$ cat src/rtl/gpio_fixdir_pkg.sv
package gpio_fixdir_pkg;
  localparam int DW          = 8;
  localparam int AW          = 3;
  localparam int GPO_N       = 4;
  localparam int GPI_N       = 4;
  localparam int SYNC_STAGES = 2;
  localparam int CFG_W       = 2 * GPI_N;
  localparam int ARM_CYC     = SYNC_STAGES + 1;
  localparam int ARM_W       = $clog2(ARM_CYC + 1);
  localparam logic [DW-1:0] DIR_VIEW = DW'((1 << GPO_N) - 1);

  localparam logic [AW-1:0] OFF_DIR  = AW'(0);
  localparam logic [AW-1:0] OFF_DATA = AW'(1);
  localparam logic [AW-1:0] OFF_CFG  = AW'(3);
  localparam logic [AW-1:0] OFF_STAT = AW'(4);

  // position of the enable bits inside one configuration pair
  localparam int EDGE_FALL_BIT = 0;
  localparam int EDGE_RISE_BIT = 1;
endpackage

$ cat src/rtl/gpio_in_sync.sv
module gpio_in_sync #(
  parameter int W      = 4,
  parameter int STAGES = 2
) (
  input  logic         clk_i,
  input  logic         rst_ni,
  input  logic [W-1:0] d_i,
  output logic [W-1:0] q_o
);
  logic [W-1:0] stg_q [STAGES];

  for (genvar s = 0; s < STAGES; s++) begin : g_stage
    if (s == 0) begin : g_first
      always_ff @(posedge clk_i or negedge rst_ni)
        if (!rst_ni) stg_q[s] <= '0;
        else         stg_q[s] <= d_i;
    end else begin : g_next
      always_ff @(posedge clk_i or negedge rst_ni)
        if (!rst_ni) stg_q[s] <= '0;
        else         stg_q[s] <= stg_q[s-1];
    end
  end

  assign q_o = stg_q[STAGES-1];
endmodule

$ cat src/rtl/gpio_edge_cell.sv
module gpio_edge_cell (
  input  logic clk_i,
  input  logic rst_ni,
  input  logic lvl_i,
  input  logic arm_i,
  input  logic fall_en_i,
  input  logic rise_en_i,
  input  logic clr_i,
  output logic pend_o
);
  logic prev_q, pend_q, evt;

  assign evt = arm_i & ((rise_en_i & lvl_i & ~prev_q) | (fall_en_i & ~lvl_i & prev_q));

  always_ff @(posedge clk_i or negedge rst_ni)
    if (!rst_ni) begin
      prev_q <= 1'b0;
      pend_q <= 1'b0;
    end else begin
      prev_q <= lvl_i;
      pend_q <= (pend_q & ~clr_i) | evt;  // set wins over clear
    end

  assign pend_o = pend_q;

  assert_set_needs_enable_R5: assert property (@(posedge clk_i) disable iff (!rst_ni)
    $rose(pend_q) |-> $past(arm_i && (fall_en_i || rise_en_i)));
  assert_clear_R7: assert property (@(posedge clk_i) disable iff (!rst_ni)
    (clr_i && !evt) |=> !pend_q);
  assert_set_wins_R8: assert property (@(posedge clk_i) disable iff (!rst_ni)
    (clr_i && evt) |=> pend_q);
endmodule

$ cat src/rtl/gpio_fixdir_irq.sv
module gpio_fixdir_irq
  import gpio_fixdir_pkg::*;
(
  input  logic             clk_i,
  input  logic             rst_ni,
  input  logic [AW-1:0]    addr_i,
  input  logic             wr_en_i,
  input  logic             rd_en_i,
  input  logic [DW-1:0]    wdata_i,
  output logic [DW-1:0]    rdata_o,
  output logic [GPO_N-1:0] gpo_o,
  input  logic [GPI_N-1:0] gpi_i,
  output logic             irq_o
);
  logic [GPO_N-1:0] out_q;
  logic [CFG_W-1:0] cfg_q;
  logic [GPI_N-1:0] lvl, pend, clr;
  logic [ARM_W-1:0] arm_cnt_q;
  logic             armed;
  logic             wr_data, wr_cfg, wr_stat;

  assign wr_data = wr_en_i && (addr_i == OFF_DATA);
  assign wr_cfg  = wr_en_i && (addr_i == OFF_CFG);
  assign wr_stat = wr_en_i && (addr_i == OFF_STAT);
  assign clr     = wr_stat ? wdata_i[GPI_N-1:0] : '0;

  always_ff @(posedge clk_i or negedge rst_ni)
    if (!rst_ni) begin
      out_q <= '0;
      cfg_q <= '0;
    end else begin
      if (wr_data) out_q <= wdata_i[GPO_N-1:0];
      if (wr_cfg)  cfg_q <= wdata_i[CFG_W-1:0];
    end

  // hold off edge detection until the synchroniser and history flop hold real pin values
  always_ff @(posedge clk_i or negedge rst_ni)
    if (!rst_ni)                         arm_cnt_q <= '0;
    else if (arm_cnt_q != ARM_W'(ARM_CYC)) arm_cnt_q <= arm_cnt_q + 1'b1;

  assign armed = (arm_cnt_q == ARM_W'(ARM_CYC));

  gpio_in_sync #(.W(GPI_N), .STAGES(SYNC_STAGES)) i_sync (
    .clk_i  (clk_i),
    .rst_ni (rst_ni),
    .d_i    (gpi_i),
    .q_o    (lvl)
  );

  for (genvar i = 0; i < GPI_N; i++) begin : g_edge
    gpio_edge_cell i_cell (
      .clk_i     (clk_i),
      .rst_ni    (rst_ni),
      .lvl_i     (lvl[i]),
      .arm_i     (armed),
      .fall_en_i (cfg_q[2*i + EDGE_FALL_BIT]),
      .rise_en_i (cfg_q[2*i + EDGE_RISE_BIT]),
      .clr_i     (clr[i]),
      .pend_o    (pend[i])
    );
  end

  always_comb begin
    rdata_o = '0;
    if (rd_en_i) begin
      case (addr_i)
        OFF_DIR:  rdata_o = DIR_VIEW;
        OFF_DATA: rdata_o = {lvl, out_q};
        OFF_CFG:  rdata_o = DW'(cfg_q);
        OFF_STAT: rdata_o = DW'(pend);
        default:  rdata_o = '0;
      endcase
    end
  end

  assign gpo_o = out_q;
  assign irq_o = |pend;

  assert_gpo_hold_R3: assert property (@(posedge clk_i) disable iff (!rst_ni)
    !wr_data |=> $stable(gpo_o));
  assert_cfg_load_R5: assert property (@(posedge clk_i) disable iff (!rst_ni)
    wr_cfg |=> (cfg_q == $past(wdata_i[CFG_W-1:0])));
  assert_irq_fall_R9: assert property (@(posedge clk_i) disable iff (!rst_ni)
    $fell(irq_o) |-> $past(wr_stat));
endmodule

$ cat config.mk
export PLATFORM = sky130hd
export DESIGN_NAME = gpio_fixdir_irq
export DESIGN_NICKNAME = d
export VERILOG_FILES = /design/src/rtl/gpio_fixdir_pkg.sv /design/src/rtl/gpio_in_sync.sv /design/src/rtl/gpio_edge_cell.sv /design/src/rtl/gpio_fixdir_irq.sv
export SDC_FILE = /design/constraint.sdc
export NUM_CORES = 1
export LEC_CHECK = 0
export BUFFER_PORTS_ARGS = -buffer_cell sky130_fd_sc_hd__buf_2
export CAP_MARGIN = 5
export CORE_ASPECT_RATIO = 0.7
export CORE_MARGIN = 2
export CORE_UTILIZATION = 40
export DETAILED_ROUTE_END_ITERATION = 6
export PLACE_DENSITY_LB_ADDON = 0.15
export SYNTH_ARGS = -nofsm -noshare
export SYNTH_HDL_FRONTEND = slang
export SYNTH_SLANG_ARGS = --single-unit
$ cat constraint.sdc
create_clock -name clk_i -period 1.15 [get_ports clk_i]
set_input_delay 0.0575 -clock clk_i [delete_from_list [all_inputs] [get_ports clk_i]]
set_output_delay 0.0575 -clock clk_i [all_outputs]
set_load 0.05 [all_outputs]
# Word level (Yosys, flattened, before mapping)
# Index checks and enable logic that the tools add are counted.
# word_totals
inputBits	19
ff_bits	30
out_inout_bits	13
# op_classes
eq_ne	5
mux	3
n_reduce_logical	5
n_addsub	1
bitwise_logic	44
# ops
cell	n
$pmux 8 s4	1
$and 1x1->1	24
$not 1->1	12
$mux 8	1
$or 1x1->1	8
$mux 4	1
$reduce_or 4->1	1
$eq 3x1->1 const B	1
$eq 3x2->1 const B	1
$eq 3x3->1 const B	1
$logic_and 1x1->1	3
$logic_not 3->1	1
$add 2x1->2 const B	1
$eq 2x2->1 const B	1
$ne 2x2->1 const B	1

# Depth between registers and ports, before layout
# Gate-level depths: netlist of run 1.
# depth
depth_word	6
ltp_mapped	5
mapped_depth_nobuf	3

# Modules after synthesis
# A second synthesis of run 1 with hierarchy kept.
# hier_totals
cells_unflattened	102
area_unflattened_um2	1346.3
# modules_own_cells
module	cells_each	area_per_inst_um2	n_inst	seq_area_each_um2
gpio_fixdir_irq	66	800.8	1	350.3
gpio_edge_cell	6	78.8	4	50.0
gpio_in_sync	12	230.2	1	200.2

# Worst setup path after synthesis of run 1
# No wires, ideal clock.
# synth_path
path_type	register to output
startpoint	reg out_q[0], in the netlist gpo_o[0]
endpoint	out rdata_o[0]
path_buffers	0
stages_incl_launch_ff	3
arrival_time_ns	1.597
slack_ns	-0.504
t_required_ns	1.092
path_cell_list	dfrtp_1 o21ai_0 a31oi_1
# synth_via
elab_chain_cells	2
# synth_rtl
item	line_no	rtl
from (decl)	gpio_fixdir_irq.sv:15	logic [GPO_N-1:0] out_q;
from (signal assigned)	gpio_fixdir_irq.sv:32	if (wr_data) out_q <= wdata_i[GPO_N-1:0];
$pmux 8 s4	gpio_fixdir_irq.sv:66	case (addr_i)
$mux 8	gpio_fixdir_irq.sv:65	if (rd_en_i) begin
to (decl)	gpio_fixdir_irq.sv:10	output logic [DW-1:0] rdata_o,
# No other way between the ends.

# Worst setup path after layout of run 1
# layout_path
startpoint	reg g_edge[1].i_cell.pend_q
endpoint	out irq_o
# layout_via
elab_chain_cells	1
# layout_rtl
item	line_no	rtl
from (decl)	gpio_edge_cell.sv:11	logic prev_q, pend_q, evt;
from (signal assigned)	gpio_edge_cell.sv:21	pend_q <= (pend_q & ~clr_i) | evt;
$reduce_or 4->1	gpio_fixdir_irq.sv:77	assign irq_o = |pend;
to (decl)	gpio_fixdir_irq.sv:13	output logic irq_o
# No other way between the ends.

==> impl_results.md, run 1 <==
* Status: finished, violations left
* Failing checks: negative setup slack
* First-pass GRT wire length at ~4800 um
* Row count at 17
* Clk network pwr share at 29.5%
* Worst-path clk slew at 0.06 ns
* Crit path time final at 1.45 ns
* Slowest library cell on the worst path: or4_4
* Vias in the first global route at 965
* Crit path required time at 1.09 ns
* Antenna violations before repair at 0
* CTS tree: yes
* Internal Pwr Total at ~2000 uW
* Synthesis Warnings at 0
* GR Overflow Total at 0
* CP max FO at 2
* Worst setup SP type: flip-flop
* Pre-Repair DR Iteration Count at 4
* Post-DP Area at 1630 sq um
* CP peak stage delay at 0.55 ns
* FILL cells at 255
* Post-Synthesis Cells at 102
* CP arrival at around 1.4 ns
* Comb power frac at 25.9%
* Final ANT Viol Nets at 0
* Via density at about 5
* Max-cap violations at 0
* CP delay by family, top: simple AND/OR/NAND/NOR gates
* Commonest non-fill, non-tap cell in the layout: dfrtp_1
* Finished Cell Area at 1970 sq um
* Total nets after synthesis at 122
* Hold Fails Final Rpt at 0
* CP bufs+invs at 1
* # IOs at 32
* GRT Total Usage at 17.7%
* Final period utilization at 126%
* Sink Count at 30
* Switching Share at 30.2%
* Syn_area_per_cell at about 13 sq um
* Total net switching power at 885 uW
* Ant diodes at 0
* Critical Path, Cell by Cell: or4_4 > buf_8
* Number of synthesized register bits at 30
* Setup Viol. Count Final at 6
* Pleak at 0.000896 uW
* Setup Skew at roughly 0.005 ns
* Seq pwr share at 44.6%
* Die Footprint at 3710 sq um
* Share of cells above drive strength 1 at between 50 and 60%
* Die H at between 50 and 60 um
* Final Wtd Congestion at 0.763
* Synth-to-Final Area Change at 52.8%
* Final setup margin at -0.298 ns
* Final Slew Violations at 0
* Die X at 71.9 um
* Core Area at 3130 sq um
* DR vias at 1001
* Clk_lat worst skew at ~0.28 ns
* # H-tree levels at 2
* PwrDens at 1480 nW/um^2
* Crit. End Element: output port
* Actual slew at the worst max-slew pin at 0.363 ns
* Hpwl dp at 2090 um
* Max clock buf depth at 2
* Final nets at 182
* PortBufs at 31
* DRT Wirelength at 3030 um
* Initial DRC Count at 28
* Total CTS buffers at 5
* Commonest non-fill, non-tap cells in the layout: 26 x dfrtp_1, 22 x buf_2, 15 x nand2_1
* Peak Freq at ~0.69 GHz
* Hold Path Class: in2reg
* Relative slew margins at 75.8%
* Initial core utilization at about two fifths
* Largest net degree at the start of global routing at 17
* Peak supply drop at between 900 and 1000 uV
* Clock Root Buffer: clkbuf_8
* Unique masters post-synth at 20
* Mapped cell area at 1290 sq um
* RSZ-0062 raised after global routing: yes
* DRC at 0
* Hold_ws at 0.00594 ns
* DR WL/cell at 15.1 um
* Worst Path Class, Setup: reg2out
* Sequential area share after synthesis at between 50% and 60%
[final timing paths]
| path | from | to | slack [ns] | cells after the start |
|---|---|---|---|---|
| worst max-delay path | g_edge[1].i_cell.pend_o | irq_o | -0.30 | 2 |
| worst min-delay path | wdata_i[6] | cfg_q[6] | 0.006 | 2 |
| worst max register to register | arm_cnt_q[0] | arm_cnt_q[1] | 0.06 | 2 |
| worst min register to register | i_sync.stg_q[6] | i_sync.q_o[2] | 0.35 | 0 |
| max in group asynchronous | rst_ni | gpo_o[3] | 0.51 | 3 |
| min in group asynchronous | rst_ni | cfg_q[5] | 0.22 | 2 |
[layout make-up]
class / count / area, sq um / share of cell area, %
clock buffer: 6 / 82.6 / 4.18
inverter: 1 / 3.75 / 0.190
sequential: 30 / 756 / 38.3
timing repair buffer: 55 / 435 / 22.1
clock inverter: 2 / 12.5 / 0.634
multi-input combinational: 69 / 637 / 32.3
tap: 38 / 47.5 / 2.41
[synth_stat cells]
library cell  count  share of area, %
mux2_2            5               4.4
dfrtp_1          30                58
mux2_4            8               9.3
and3b_1           2               1.4
nor2_1            6               1.7
and4bb_2          1              0.97
or4_1             1              0.58
mux2i_1           4               3.1
nand2_1          20               5.8
xnor2_1           1              0.68
inv_1             1              0.29
o21ai_0           6               2.3
nand3b_1          1              0.58
o22ai_1           3               1.5
buf_6             2               1.7
nand2_8           1               1.5
a22o_1            4               2.7
nor2b_1           1              0.48
ha_1              1              0.97
a31oi_1           4               1.9
[per-stage QoR]
step	cells	power (uW)	setup slack, ns	setup TNS [ns]	utilization (%)
final	201	2930	-0.298	-0.548	63.1
after global routing	201	3050	-0.310	-0.794	63.1
after CTS	195	2880	-0.286	-0.435	60.5
after detailed placement	179	1920	-0.0208	-0.184	52.1
after global placement	179	1900	-0.0158	-0.0200	52.1
after floorplan	102	1710	-0.00377	-0.00377	-
[sequential cells by signal, summed over array words and instances (netlist names)]
name / count
gpo_o: 4
i_sync.q_o: 4
g_edge.i_cell.prev_q: 4
cfg_q: 8
arm_cnt_q: 2
i_sync.stg_q: 4
g_edge.i_cell.pend_o: 4
[worst register-to-register path, cell delays in order (launching register included)]
cell and delay [ns]:
dfrtp_1 0.36, ha_2 0.27, mux2_2 0.35
[power by group through the flow]
stage                     Clock (uW)  Sequential [uW]  Combinational, uW
after floorplan                    0             1400                304
after global placement             0             1310                595
after detailed placement           0             1310                603
after CTS                        888             1300                694
after global routing             926             1320                806
final                            864             1310                759
[per-layer routing]
metal | global-route usage, % | up-vias | wire [um]
met5 | 0 | - | 0
met4 | 5.97 | 0 | 21
met3 | 5.43 | 4 | 160
met2 | 25.0 | 31 | 1410
met1 | 25.7 | 486 | 1430
li1 | - | 480 | -
[what timing repair did]
item | 4_1_cts | 5_1_grt
hold buffers | 5 | 0
pin swaps | 4 | 2
setup endpoints to repair | 8 | 9
endpoints found under the hold margin | 34 | 0
gates resized for setup | 33 | 12
setup buffers | 4 | 7
[cells by family (layout without fill, tap and decap cells)]
logic type	Yosys count	after routing	synth area share, %
xor gates and xnor gates	1	1	0.678
AOI/OAI and AO/OA	17	17	8.42
buffers and inverters	3	64	2.03
DFF	30	30	58.1
adders and majority gates	1	1	0.968
and+or+nand+nor	33	33	13.1
muxes	17	17	16.7
No activity file was read; power rests on OpenSTA's default activity.
==> run 2: changes to the inputs <==
CAP_MARGIN = 20   (was 5)
CORE_ASPECT_RATIO = not set   (was 0.7)
CORE_UTILIZATION = 46   (was 40)
==> impl_results.md, run 2 (same netlist as run 1, synthesis figures left out) <==
* Peak supply drop at 1180 uV
* Finished Cell Area at between 1500 and 2000 sq um
* Worst Path Class, Setup: reg2out
* Pleak at 0.000909 uW
* Commonest non-fill, non-tap cell in the layout: dfrtp_1
* # H-tree levels at 2
* Largest net degree at the start of global routing at 17
* CP max FO at 2
* Relative slew margins at 69.8%
* CP peak stage delay at approximately 0.53 ns
* Critical Path, Cell by Cell: or4_4 > buf_6
* Initial DRC Count at 45
* Finished Core Util at 73.3%
* Vias in the first global route at 1122
* Max clock buf depth at 2
* Max-cap violations at 0
* GRT Total Usage at a little over a fifth
* Final Slew Violations at 0
* GR Overflow Total at 0
* DR vias at roughly 1.1k
* Multi-input logic area at 619 sq um
* Status: finished, violations left
* Initial core utilization at 47.7%
* Crit path required time at 1.09 ns
* FF/Latch Area at around 760 sq um
* Clk network pwr share at 22.9%
* Setup Skew at 0.0114 ns
* # IOs at 32
* Die Footprint at 3250 sq um
* Pwr Total at around 2700 uW
* CP delay by family, top: simple AND/OR/NAND/NOR gates
* Final nets at 191
* Row count at 19
* Setup Viol. Count Final at 7
* Hold Path Class: in2async
* Clock Root Buffer: clkbuf_4
* Worst setup SP type: flip-flop
* Total CTS buffers at 5
* Actual slew at the worst max-slew pin at 0.452 ns
* Number of flip-flops in the largest register at 8
* Ant diodes at 0
* Failing checks: negative setup slack
* CP bufs+invs at 1
* Seq pwr share at 47.6%
* Final ANT Viol Nets at 0
* Hpwl dp at 2010 um
* Antenna violations before repair at 0
* Final period utilization at 127%
* Final setup margin at -0.312 ns
* FILL cells at 182
* Clk_lat worst skew at 0.32 ns
* Hold Fails Final Rpt at 0
* Via density at about 5.4
* Crit path time final at 1.46 ns
* Share of cells above drive strength 1 at about 53%
* Placed Cells incl. Taps at 171
* Final Wtd Congestion at between 0.7 and 0.8
* Die X at 57.0 um
* Comb power frac at 29.5%
* DRC at 0
* Pre-Repair DR Iteration Count at 6
* Synth-to-Final Area Change at 53.7%
* Post-route setup TNS at -0.798 ns
* RSZ-0062 raised after global routing: yes
* DR WL/cell at 15.6 um
* CP arrival at 1.40 ns
* First-pass GRT wire length at 5150 um
* Core Area at around 2700 sq um
* Die H at between 50 and 60 um
* Commonest non-fill, non-tap cells in the layout: 26 x dfrtp_1, 21 x buf_2, 18 x buf_4
* Post-DP Area at around 1600 sq um
* Total net switching power at 837 uW
* Internal Pwr Total at 1880 uW
* DRT Wirelength at 3150 um
* Fin cells at between 200 and 250
* Slowest library cell on the worst path: or4_4
* Crit. End Element: output port
* PortBufs at 31
* PwrDens at 1370 nW/um^2
* Peak Freq at 0.684 GHz
* Worst-path clk slew at 0.09 ns
* Largest Register: cfg_q
* Sink Count at 30
* Switching Share at 30.8%
* CTS tree: yes
[run 2: worst reg2reg max path: cells and delay by family (launching register included)]
kind                   cells  cell delay, ns
buffers and inverters      2            0.26
AO/OA/AOI/OAI              2            0.33
AND/OR/NAND/NOR            1            0.05
flip-flops                 1            0.38
[run 2: timing repair]
| action | in CTS | in global routing |
|---|---|---|
| pin swaps | 3 | 2 |
| setup endpoints to repair | 9 | 11 |
| hold endpoints to repair | 44 | 0 |
| setup buffers | 7 | 4 |
| gates resized for setup | 32 | 4 |
| hold buffers | 13 | 0 |
[run 2: final timing paths]
path | to | slack, ns | depth (start not counted) | from
max in group asynchronous | gpo_o[1] | 0.56 | 3 | rst_ni
max | irq_o | -0.31 | 2 | g_edge[3].i_cell.pend_o
min reg2reg | i_sync.q_o[0] | 0.35 | 0 | i_sync.stg_q[4]
min | g_edge[3].i_cell.prev_q | 0.18 | 2 | rst_ni
max reg2reg | g_edge[2].i_cell.pend_o | 0.04 | 5 | cfg_q[4]
min in group clk_i | cfg_q[0] | 0.19 | 3 | wr_en_i
[run 2: through the flow]
step           hold WS (ns)  worst slack [ns]
5_1_grt               0.173            -0.362
6_report              0.176            -0.312
3_3_place_gp       -0.00693           0.00711
3_5_place_dp       -0.00407           -0.0125
4_1_cts               0.165            -0.330
2_1_floorplan        -0.238          -0.00377
[run 2: metal layers]
metal | global-route usage (%) | routed length [um] | vias up
met4 | 11.6 | 48 | 0
met1 | 26.4 | 1320 | 524
met5 | 0 | 0 | -
met3 | 6.35 | 181 | 6
li1 | - | - | 508
met2 | 34.6 | 1590 | 46
[run 2: cell type report]
class,instances,share of cell area [%]
Sequential cell,30,38.0
Multi-Input combinational cell,69,31.2
Inverter,1,0.189
Tap cell,31,1.95
Timing Repair Buffer,64,25.9
Clock buffer,7,2.77
[run 2: power by group through the flow]
| stage | clock [uW] | combinational [uW] | sequential [uW] |
|---|---|---|---|
| after floorplan | 0 | 304 | 1400 |
| after global placement | 0 | 584 | 1310 |
| after detailed placement | 0 | 594 | 1320 |
| after CTS | 645 | 737 | 1290 |
| after global routing | 698 | 850 | 1310 |
| final | 622 | 801 | 1300 |
